[config.mk]
export PLATFORM = sky130hd
export DESIGN_NAME = pdn_guard_ctrl
export DESIGN_NICKNAME = d
export VERILOG_FILES = /design/src/rtl/pdn_guard_pkg.sv /design/src/rtl/pdn_wake_sync.sv /design/src/rtl/pdn_store_reg.sv /design/src/rtl/pdn_entry_fsm.sv /design/src/rtl/pdn_guard_ctrl.sv
export SDC_FILE = /design/constraint.sdc
export NUM_CORES = 1
export LEC_CHECK = 0
export BUFFER_PORTS_ARGS = -buffer_cell sky130_fd_sc_hd__buf_2
export CAP_MARGIN = 20
export CELL_PAD_IN_SITES_DETAIL_PLACEMENT = 2
export CELL_PAD_IN_SITES_GLOBAL_PLACEMENT = 2
export CORE_ASPECT_RATIO = 0.75
export CORE_MARGIN = 2
export CORE_UTILIZATION = 22
export CTS_CLUSTER_SIZE = 20
export DETAILED_ROUTE_END_ITERATION = 10
export HOLD_SLACK_MARGIN = 0.02
export PLACE_DENSITY_LB_ADDON = 0.1
export SLEW_MARGIN = 20
export SYNTH_ARGS = -nofsm -noshare
export SYNTH_HDL_FRONTEND = slang
export SYNTH_SLANG_ARGS = --single-unit
[constraint.sdc]
create_clock -name clk -period 1.8 [get_ports clk]
set_input_delay 0.36 -clock clk [delete_from_list [all_inputs] [get_ports clk]]
set_output_delay 0.36 -clock clk [all_outputs]
set_load 0.1 [all_outputs]
[src/rtl/pdn_guard_pkg.sv]
package pdn_guard_pkg;

   typedef enum logic [1:0] {
      PD_RUN   = 2'd0,
      PD_ARMED = 2'd1,
      PD_DOWN  = 2'd2
   } pd_state_e;

   function automatic logic [31:0] bit_mask32(input int unsigned pos);
      return 32'd1 << pos;
   endfunction

endpackage

[src/rtl/pdn_wake_sync.sv]
module pdn_wake_sync #(
   parameter int LANES  = 2,
   parameter int STAGES = 2
) (
   input  logic             clk,
   input  logic             rst_n,
   input  logic [LANES-1:0] pin_n,
   output logic             wake_o
);

   localparam int LAST = STAGES - 1;

   generate
      if (STAGES < 2) begin : g_bad_stages
         $error("pdn_wake_sync: STAGES must be at least 2");
      end
      if (LANES < 1) begin : g_bad_lanes
         $error("pdn_wake_sync: LANES must be at least 1");
      end
   endgenerate

   logic [STAGES-1:0][LANES-1:0] chain_q;

   always_ff @(posedge clk or negedge rst_n) begin
      if (!rst_n) begin
         chain_q <= '1;
      end else begin
         chain_q <= {chain_q[STAGES-2:0], pin_n};
      end
   end

   logic [LANES-1:0] lane_low;

   generate
      for (genvar l = 0; l < LANES; l++) begin : g_lane
         assign lane_low[l] = ~chain_q[LAST][l];
      end
   endgenerate

   assign wake_o = |lane_low;

endmodule

[src/rtl/pdn_store_reg.sv]
module pdn_store_reg #(
   parameter int                 DATA_W    = 8,
   parameter int                 ARM_BIT   = 1,
   parameter int                 START_BIT = 6,
   parameter logic [DATA_W-1:0]  RESET_VAL = '0
) (
   input  logic              clk,
   input  logic              rst_n,
   input  logic              reg_wr,
   input  logic              frozen,
   input  logic [DATA_W-1:0] wr_data,
   output logic [DATA_W-1:0] q_o
);

   localparam logic [DATA_W-1:0] ONE       = DATA_W'(1);
   localparam logic [DATA_W-1:0] CTRL_MASK = (ONE << ARM_BIT) | (ONE << START_BIT);
   localparam logic [DATA_W-1:0] KEEP_MASK = ~CTRL_MASK;
   localparam logic [DATA_W-1:0] INIT_VAL  = RESET_VAL & KEEP_MASK;

   logic [DATA_W-1:0] store_q;

   always_ff @(posedge clk or negedge rst_n) begin
      if (!rst_n) begin
         store_q <= INIT_VAL;
      end else if (reg_wr && !frozen) begin
         store_q <= wr_data & KEEP_MASK;
      end
   end

   assign q_o = store_q;

   // no write reaches storage while the clocks are stopped.
   assert_frozen_store_R10: assert property (@(posedge clk) disable iff (!rst_n)
      frozen |=> $stable(q_o));

endmodule

[src/rtl/pdn_entry_fsm.sv]
module pdn_entry_fsm
   import pdn_guard_pkg::*;
#(
   parameter int DATA_W    = 8,
   parameter int ARM_BIT   = 1,
   parameter int START_BIT = 6
) (
   input  logic              clk,
   input  logic              rst_n,
   input  logic              reg_wr,
   input  logic              any_wr,
   input  logic [DATA_W-1:0] wr_data,
   input  logic              wake_req,
   input  logic              wake_en,
   output logic              pd_o
);

   pd_state_e state_q, state_d;
   logic      arm_pat, start_pat;

   assign arm_pat   = wr_data[ARM_BIT] & ~wr_data[START_BIT];
   assign start_pat = wr_data[START_BIT] & ~wr_data[ARM_BIT];

   always_comb begin
      state_d = state_q;
      case (state_q)
         PD_RUN: begin
            if (reg_wr && arm_pat) state_d = PD_ARMED;
         end
         PD_ARMED: begin
            if (any_wr) begin
               if (reg_wr && start_pat)    state_d = PD_DOWN;
               else if (reg_wr && arm_pat) state_d = PD_ARMED;
               else                        state_d = PD_RUN;
            end
         end
         PD_DOWN: begin
            if (wake_en && wake_req) state_d = PD_RUN;
         end
         default: state_d = PD_RUN;
      endcase
   end

   always_ff @(posedge clk or negedge rst_n) begin
      if (!rst_n) state_q <= PD_RUN;
      else        state_q <= state_d;
   end

   assign pd_o = (state_q == PD_DOWN);

   // power-down is only ever entered out of the armed state.
   assert_arm_before_start_R2: assert property (@(posedge clk) disable iff (!rst_n)
      $rose(pd_o) |-> $past(state_q) == PD_ARMED);

   // a write carrying both control bits never stops the clocks.
   assert_dual_set_ignored_R3: assert property (@(posedge clk) disable iff (!rst_n)
      (reg_wr && wr_data[ARM_BIT] && wr_data[START_BIT] && !pd_o) |=> !pd_o);

   // an intervening write drops the armed state.
   assert_cancel_on_other_write_R4: assert property (@(posedge clk) disable iff (!rst_n)
      (state_q == PD_ARMED && any_wr && !(reg_wr && start_pat)) |=> !pd_o);

   // with wake-up disabled, power-down persists.
   assert_hold_without_enable_R8: assert property (@(posedge clk) disable iff (!rst_n)
      (pd_o && !wake_en) |=> pd_o);

endmodule

[src/rtl/pdn_guard_ctrl.sv]
module pdn_guard_ctrl #(
   parameter int                ADDR_W     = 8,
   parameter int                DATA_W     = 8,
   parameter logic [ADDR_W-1:0] REG_ADDR   = 8'h87,
   parameter int                ARM_BIT    = 1,
   parameter int                START_BIT  = 6,
   parameter logic [DATA_W-1:0] RESET_VAL  = '0,
   parameter int                SYNC_DEPTH = 2
) (
   input  logic              clk,
   input  logic              rst_n,
   input  logic              wr_en,
   input  logic [ADDR_W-1:0] wr_addr,
   input  logic [DATA_W-1:0] wr_data,
   input  logic [ADDR_W-1:0] rd_addr,
   output logic [DATA_W-1:0] rd_data,
   input  logic              wake_a_n,
   input  logic              wake_b_n,
   input  logic              wake_en,
   output logic              rc_osc_en,
   output logic              xtal_osc_en,
   output logic              pll_en,
   output logic              pdn_active,
   output logic              ale_hold_low,
   output logic              psen_hold_low
);

   localparam int WAKE_LANES = 2;

   generate
      if (ARM_BIT == START_BIT) begin : g_bad_bits
         $error("pdn_guard_ctrl: ARM_BIT and START_BIT must differ");
      end
      if (ARM_BIT >= DATA_W || START_BIT >= DATA_W) begin : g_bad_pos
         $error("pdn_guard_ctrl: control bit outside the data width");
      end
      if (SYNC_DEPTH < 2) begin : g_bad_sync
         $error("pdn_guard_ctrl: SYNC_DEPTH must be at least 2");
      end
   endgenerate

   logic              reg_wr;
   logic              wake_req;
   logic              pd;
   logic [DATA_W-1:0] store;

   assign reg_wr = wr_en && (wr_addr == REG_ADDR);

   pdn_wake_sync #(
      .LANES (WAKE_LANES),
      .STAGES(SYNC_DEPTH)
   ) u_sync (
      .clk   (clk),
      .rst_n (rst_n),
      .pin_n ({wake_b_n, wake_a_n}),
      .wake_o(wake_req)
   );

   pdn_entry_fsm #(
      .DATA_W   (DATA_W),
      .ARM_BIT  (ARM_BIT),
      .START_BIT(START_BIT)
   ) u_fsm (
      .clk     (clk),
      .rst_n   (rst_n),
      .reg_wr  (reg_wr),
      .any_wr  (wr_en),
      .wr_data (wr_data),
      .wake_req(wake_req),
      .wake_en (wake_en),
      .pd_o    (pd)
   );

   pdn_store_reg #(
      .DATA_W   (DATA_W),
      .ARM_BIT  (ARM_BIT),
      .START_BIT(START_BIT),
      .RESET_VAL(RESET_VAL)
   ) u_store (
      .clk    (clk),
      .rst_n  (rst_n),
      .reg_wr (reg_wr),
      .frozen (pd),
      .wr_data(wr_data),
      .q_o    (store)
   );

   assign rd_data       = (rd_addr == REG_ADDR) ? store : '0;
   assign pdn_active    = pd;
   assign rc_osc_en     = ~pd;
   assign xtal_osc_en   = ~pd;
   assign pll_en        = ~pd;
   assign ale_hold_low  = pd;
   assign psen_hold_low = pd;

   // a wake exit keeps the stored bits unchanged across the transition.
   assert_wake_keeps_store_R7: assert property (@(posedge clk) disable iff (!rst_n)
      $fell(pdn_active) |-> $stable(store));

endmodule

Word-level counts from Yosys, hierarchy flattened
Index checks and enable logic that the tools add are counted.
{"block": "totals", "regBits": 12, "latch_bits": 0, "ramBits": 0, "mem_bits_ro": 0, "input_bits": 30, "out_inout_bits": 14, "word_cells": 34, "mem_count": 0}
{"block": "classes", "n_addsub": 0, "multipliers": 0, "n_div": 0, "magnitude_cmp": 0, "eq_ne": 7, "shift": 0, "muxes": 7, "bitwise": 7, "reduce_logical": 9}
{"cell": "$eq 8x8->1 const B", "n": 2}
{"cell": "$mux 2", "n": 4}
{"cell": "$mux 8", "n": 1}
{"cell": "$pmux 2 s3", "n": 1}
{"cell": "$logic_and 1x1->1", "n": 5}
{"cell": "$not 1->1", "n": 5}
{"cell": "$ne 2x1->1 const B", "n": 2}
{"cell": "$reduce_and 3->1", "n": 1}
{"cell": "$and 1x1->1", "n": 2}
{"cell": "$eq 2x1->1 const B", "n": 1}
{"cell": "$eq 2x2->1 const B", "n": 1}
{"cell": "$logic_not 2->1", "n": 1}
{"cell": "$ne 2x2->1 const B", "n": 1}
{"cell": "$reduce_or 2->1", "n": 1}
{"cell": "$logic_not 1->1", "n": 1}
{"cell": "$mux 1", "n": 1}

Longest topological paths before layout
{"block": "logic_depth", "ltp_word": 7, "depth_mapped": 4, "mapped_depth_nobuf": 3}

Cells and area by module
A second synthesis with hierarchy kept.
{"block": "hier_totals", "hier_cells": 61, "area_unflattened_um2": 661.9}
{"module": "pdn_store_reg", "n_inst": 1, "cells_per_inst": 17, "area_each_um2": 284.0, "seq_area_each_um2": 150.1}
{"module": "pdn_guard_ctrl", "n_inst": 1, "cells_per_inst": 29, "area_each_um2": 163.9, "seq_area_each_um2": 0.0}
{"module": "pdn_wake_sync", "n_inst": 1, "cells_per_inst": 5, "area_each_um2": 108.9, "seq_area_each_um2": 105.1}
{"module": "pdn_entry_fsm", "n_inst": 1, "cells_per_inst": 10, "area_each_um2": 105.1, "seq_area_each_um2": 50.0}

Worst setup path before layout
Ideal clock, no wire load.
{"block": "synth_path", "path_type": "reg-to-output", "from": "register u_fsm.state_q[0]", "to": "output port rc_osc_en", "arrival_ns": 1.894, "required_time_ns": 1.440, "slack_ns": -0.454, "path_stages_with_launch": 4, "n_path_buf": 1, "cell_sequence": "dfrtp_1 -> and2b_2 -> inv_1 -> buf_4"}
{"block": "synth_via", "elab_chain_len": 2}
{"element": "from (decl)", "line_no": "pdn_entry_fsm.sv:18", "text": "pd_state_e state_q, state_d;"}
{"element": "from (signal assigned)", "line_no": "pdn_entry_fsm.sv:46", "text": "else state_q <= state_d;"}
{"element": "$eq 2x2->1", "line_no": "pdn_entry_fsm.sv:49", "text": "assign pd_o = (state_q == PD_DOWN);"}
{"element": "via ale_hold_low", "line_no": "pdn_guard_ctrl.sv:24", "text": "output logic ale_hold_low,"}
{"element": "$not 1->1"}
{"element": "to (decl)", "line_no": "pdn_guard_ctrl.sv:20", "text": "output logic rc_osc_en,"}
The timed path passes the listed nets, and every way through them passes these cells.

Worst setup path in the final report
{"block": "layout_path", "from": "input port rd_addr[3]", "to": "output port rd_data[3]"}
{"block": "layout_via", "elab_chain_len": 2}
{"element": "from (decl)", "line_no": "pdn_guard_ctrl.sv:15", "text": "input logic [ADDR_W-1:0] rd_addr,"}
{"element": "$eq 8x8->1", "line_no": "pdn_guard_ctrl.sv:88", "text": "assign rd_data = (rd_addr == REG_ADDR) ? store : '0;"}
{"element": "$mux 8", "line_no": "pdn_guard_ctrl.sv:88"}
{"element": "to (decl)", "line_no": "pdn_guard_ctrl.sv:16", "text": "output logic [DATA_W-1:0] rd_data,"}
Every way passes these cells.

==> key figures <==
Status
  – Outcome: complete, no violations

STA
  – Final setup margin: 0.0808 ns
  – Final clock skew: 0.00166 ns
  – # setup viols final: 0
  – Post-route minimum period: between 1.5 and 2 ns
  – Fin. Hold Viols: 0
  – Slew Viols, Final: 0
  – RSZ-0062 raised after global routing: false
  – Setup TNS after final layout: 0 ns
  – Final period util: 95.5%
  – FMAX: 582 MHz

Final layout
  – Final nets: ~120
  – Synth-to-layout area growth: 62.4%
  – Ant diodes: 0
  – Layout cell share with drive strength beyond 1: 75.8%
  – Post-layout util: around two fifths
  – Post-route cell area: 0.00102 mm^2
  – Fill count: 290

Yosys
  – Yosys warns: 0
  – Top FF cell, synth: dfrtp_1
  – Unique masters post-synth: 22
  – Syn Inst Count: between 40 and 50
  – Post-synthesis average cell area: ~13 um^2
  – Main area contributors after synthesis: dfrtp_1, dfstp_2, mux2_4
  – Yosys top cell by area: dfrtp_1
  – Async SR Flop Fraction: between 90% and 100%
  – Flops & latches, synth: 12
  – Most common library cells after synthesis: dfrtp_1, and2_1, buf_4, mux2_4, dfstp_2
  – Seq/Total Area, Yosys: around half
  – Post-synth top area share: about a third
  – Most common cell in the netlist: dfrtp_1
  – Post-synth EDFFs: 0
  – Cell Area, Synth: about 630 um^2

Worst hold path
  – Hold Crit Depth: 1
  – Hold_sp: wake_b_n
  – WHS Endpoint: u_sync.chain_q[1]
  – Hold WC Path Type: in2reg

Worst setup path
  – R2R Path Start: u_fsm.state_q[1]
  – Slowest CP cell: nor4_2
  – CP Data Required Time: 1.44 ns
  – Critical path, cell by cell: buf_2, nand4b_1, nor4_2, buf_4, and2_2, buf_12
  – Critical path arrival: roughly 1.4 ns
  – CP endpoint kind: output pin
  – Worst-case reg-to-reg path depth: 4
  – Worst setup startpoint: rd_addr[3]
  – R2R Path End: u_store.q_o[5]
  – R2r setup slk: about 0.35 ns
  – Critical path class: in2out
  – Startpoint types: input port
  – Max FO, Critical Path: 6
  – Max stage delay on crit path: 0.22 ns

Clock tree
  – Setup bufs post-CTS: 0
  – Reg clk slew, reported paths: ~0.050 ns
  – CTS Buffer Depth: 2
  – CTS root buffer: clkbuf_8
  – TritonCTS clock tree: built
  – TritonCTS buffer count: 3
  – H-tree depth: 1
  – Clock latency reported for the late side of the worst-skew pair: roughly 0.23 ns
  – CTS sink count: 12

Detailed routing
  – Residual DRC count: 0
  – WL per Instance: 11.9 um
  – DR vias: ~510
  – Initial DRC count: 8
  – Via/cell ratio: about 4
  – Post-Route WL: about 1.5 mm
  – DRT Pass-1 Iters: 3
  – Antenna-violating nets left: 0

Floorplan
  – Chip width: ~66 um
  – Die height: just over 50 um
  – Placeable Area: between 0.002 and 0.003 mm^2
  – Row count: 16
  – Starting density of the core: between 20% and 30%
  – Die area: about 0.0033 mm^2
  – I/O pins: 44

Global route
  – Initial antenna violation count: 0
  – Vias in the first global route: 553
  – GRT Residual Overflow: 0
  – First-pass GRT wire length: 2.54 mm
  – GR Util All Layers: about a tenth
  – Pin count of the biggest net entering global routing: 13

Pwr
  – Worst ir drop on vdd: a little under 0.4 mV
  – Power density over the cells: 637 mW/mm^2
  – Leak: 0.000493 uW

Place
  – Input/output buffers: just over 40
  – Cell Area, Placed: 957 um^2
  – Final GP Congestion: about 0.68
  – Dpl ws: between 0.07 and 0.08 ns

Job
  – Max Cap Viol: 0
## cell families (layout without fill, tap and decap cells)
family / count (synthesis) / in the layout / synth area share [%]
AOI/OAI and AO/OA: 3 / 3 / 3.78
buffers and inverters: 8 / 49 / 9.54
DFF: 12 / 12 / 48.5
muxes: 6 / 6 / 14.3
other: 1 / 2 / 0.596
and+or+nand+nor: 19 / 19 / 23.3
## report_power, final
part | switching [uW] | internal, uW
Sequential | 4.65 | 285
Clock | 91.5 | 193
Combinational | 39.0 | 38.8
## metrics by stage
stage,hold WS [ns],total power (uW),instances
after global routing,0.209,682,127
after CTS,0.214,664,127
final,0.221,651,127
after floorplan,0.0644,332,50
after detailed placement,0.246,370,122
after global placement,0.249,369,122
## layout make-up
type / instances / area [um^2] / share of cell area, %
clock buffer: 4 / 55.1 / 5.39
inverter: 1 / 7.51 / 0.734
multi-input combinational: 30 / 277 / 27.1
sequential: 12 / 305 / 29.9
tap: 36 / 45.0 / 4.41
timing repair buffer: 44 / 333 / 32.6
## metal layers
metal	wire (um)	global-route usage, %	vias to the layer above
li1	-	-	243
met1	663	12.9	242
met2	695	15.8	28
met3	157	3.36	0
met4	0	3.13	0
met5	0	0	-
## how the worst max path moves through the flow
| stage | to | slack (ns) | depth (start not counted) |
|---|---|---|---|
| after global routing | rd_data[3] | 0.005 | 6 |
| after CTS | rd_data[3] | 0.06 | 6 |
| after floorplan | rc_osc_en | -0.33 | 3 |
| final | rd_data[3] | 0.08 | 6 |
| after detailed placement | rd_data[3] | 0.07 | 6 |
| after global placement | rd_data[2] | 0.09 | 6 |
## what timing repair did
item | 4_1_cts | 5_1_grt
hold buffers | 1 | 0
setup endpoints to repair | 0 | 0
resized for setup | 0 | 0
endpoints found under the hold margin | 8 | 0
## critical path: cells and delay by family
kind	cells	cell delay [ns]
buffers and inverters	3	0.43
AND/OR/NAND/NOR	3	0.56
## sequential cells by signal, indices dropped and copies added (netlist names)
signal,flops
u_sync.chain_q,4
u_fsm.state_q,2
u_store.q_o,6
## layout by cell type, fill, tap and decap left out
cell type and instances:
a21bo_2 1, and2_2 6, and2b_4 1, and3b_1 1
and4bb_1 1, buf_12 7, buf_2 35, buf_4 1
clkbuf_8 4, clkinvlp_4 1, conb_1 2, dfrtp_1 8
dfstp_2 4, dlygate4sd3_1 1, mux2_4 6, nand2_1 2
nand2b_1 2, nand4_1 1, nand4b_1 1, nor4_2 1
nor4b_2 1, o22ai_1 1, o31ai_1 1, or2b_1 1
or3b_2 1
Note: power is estimated with default switching activity, not from simulation.
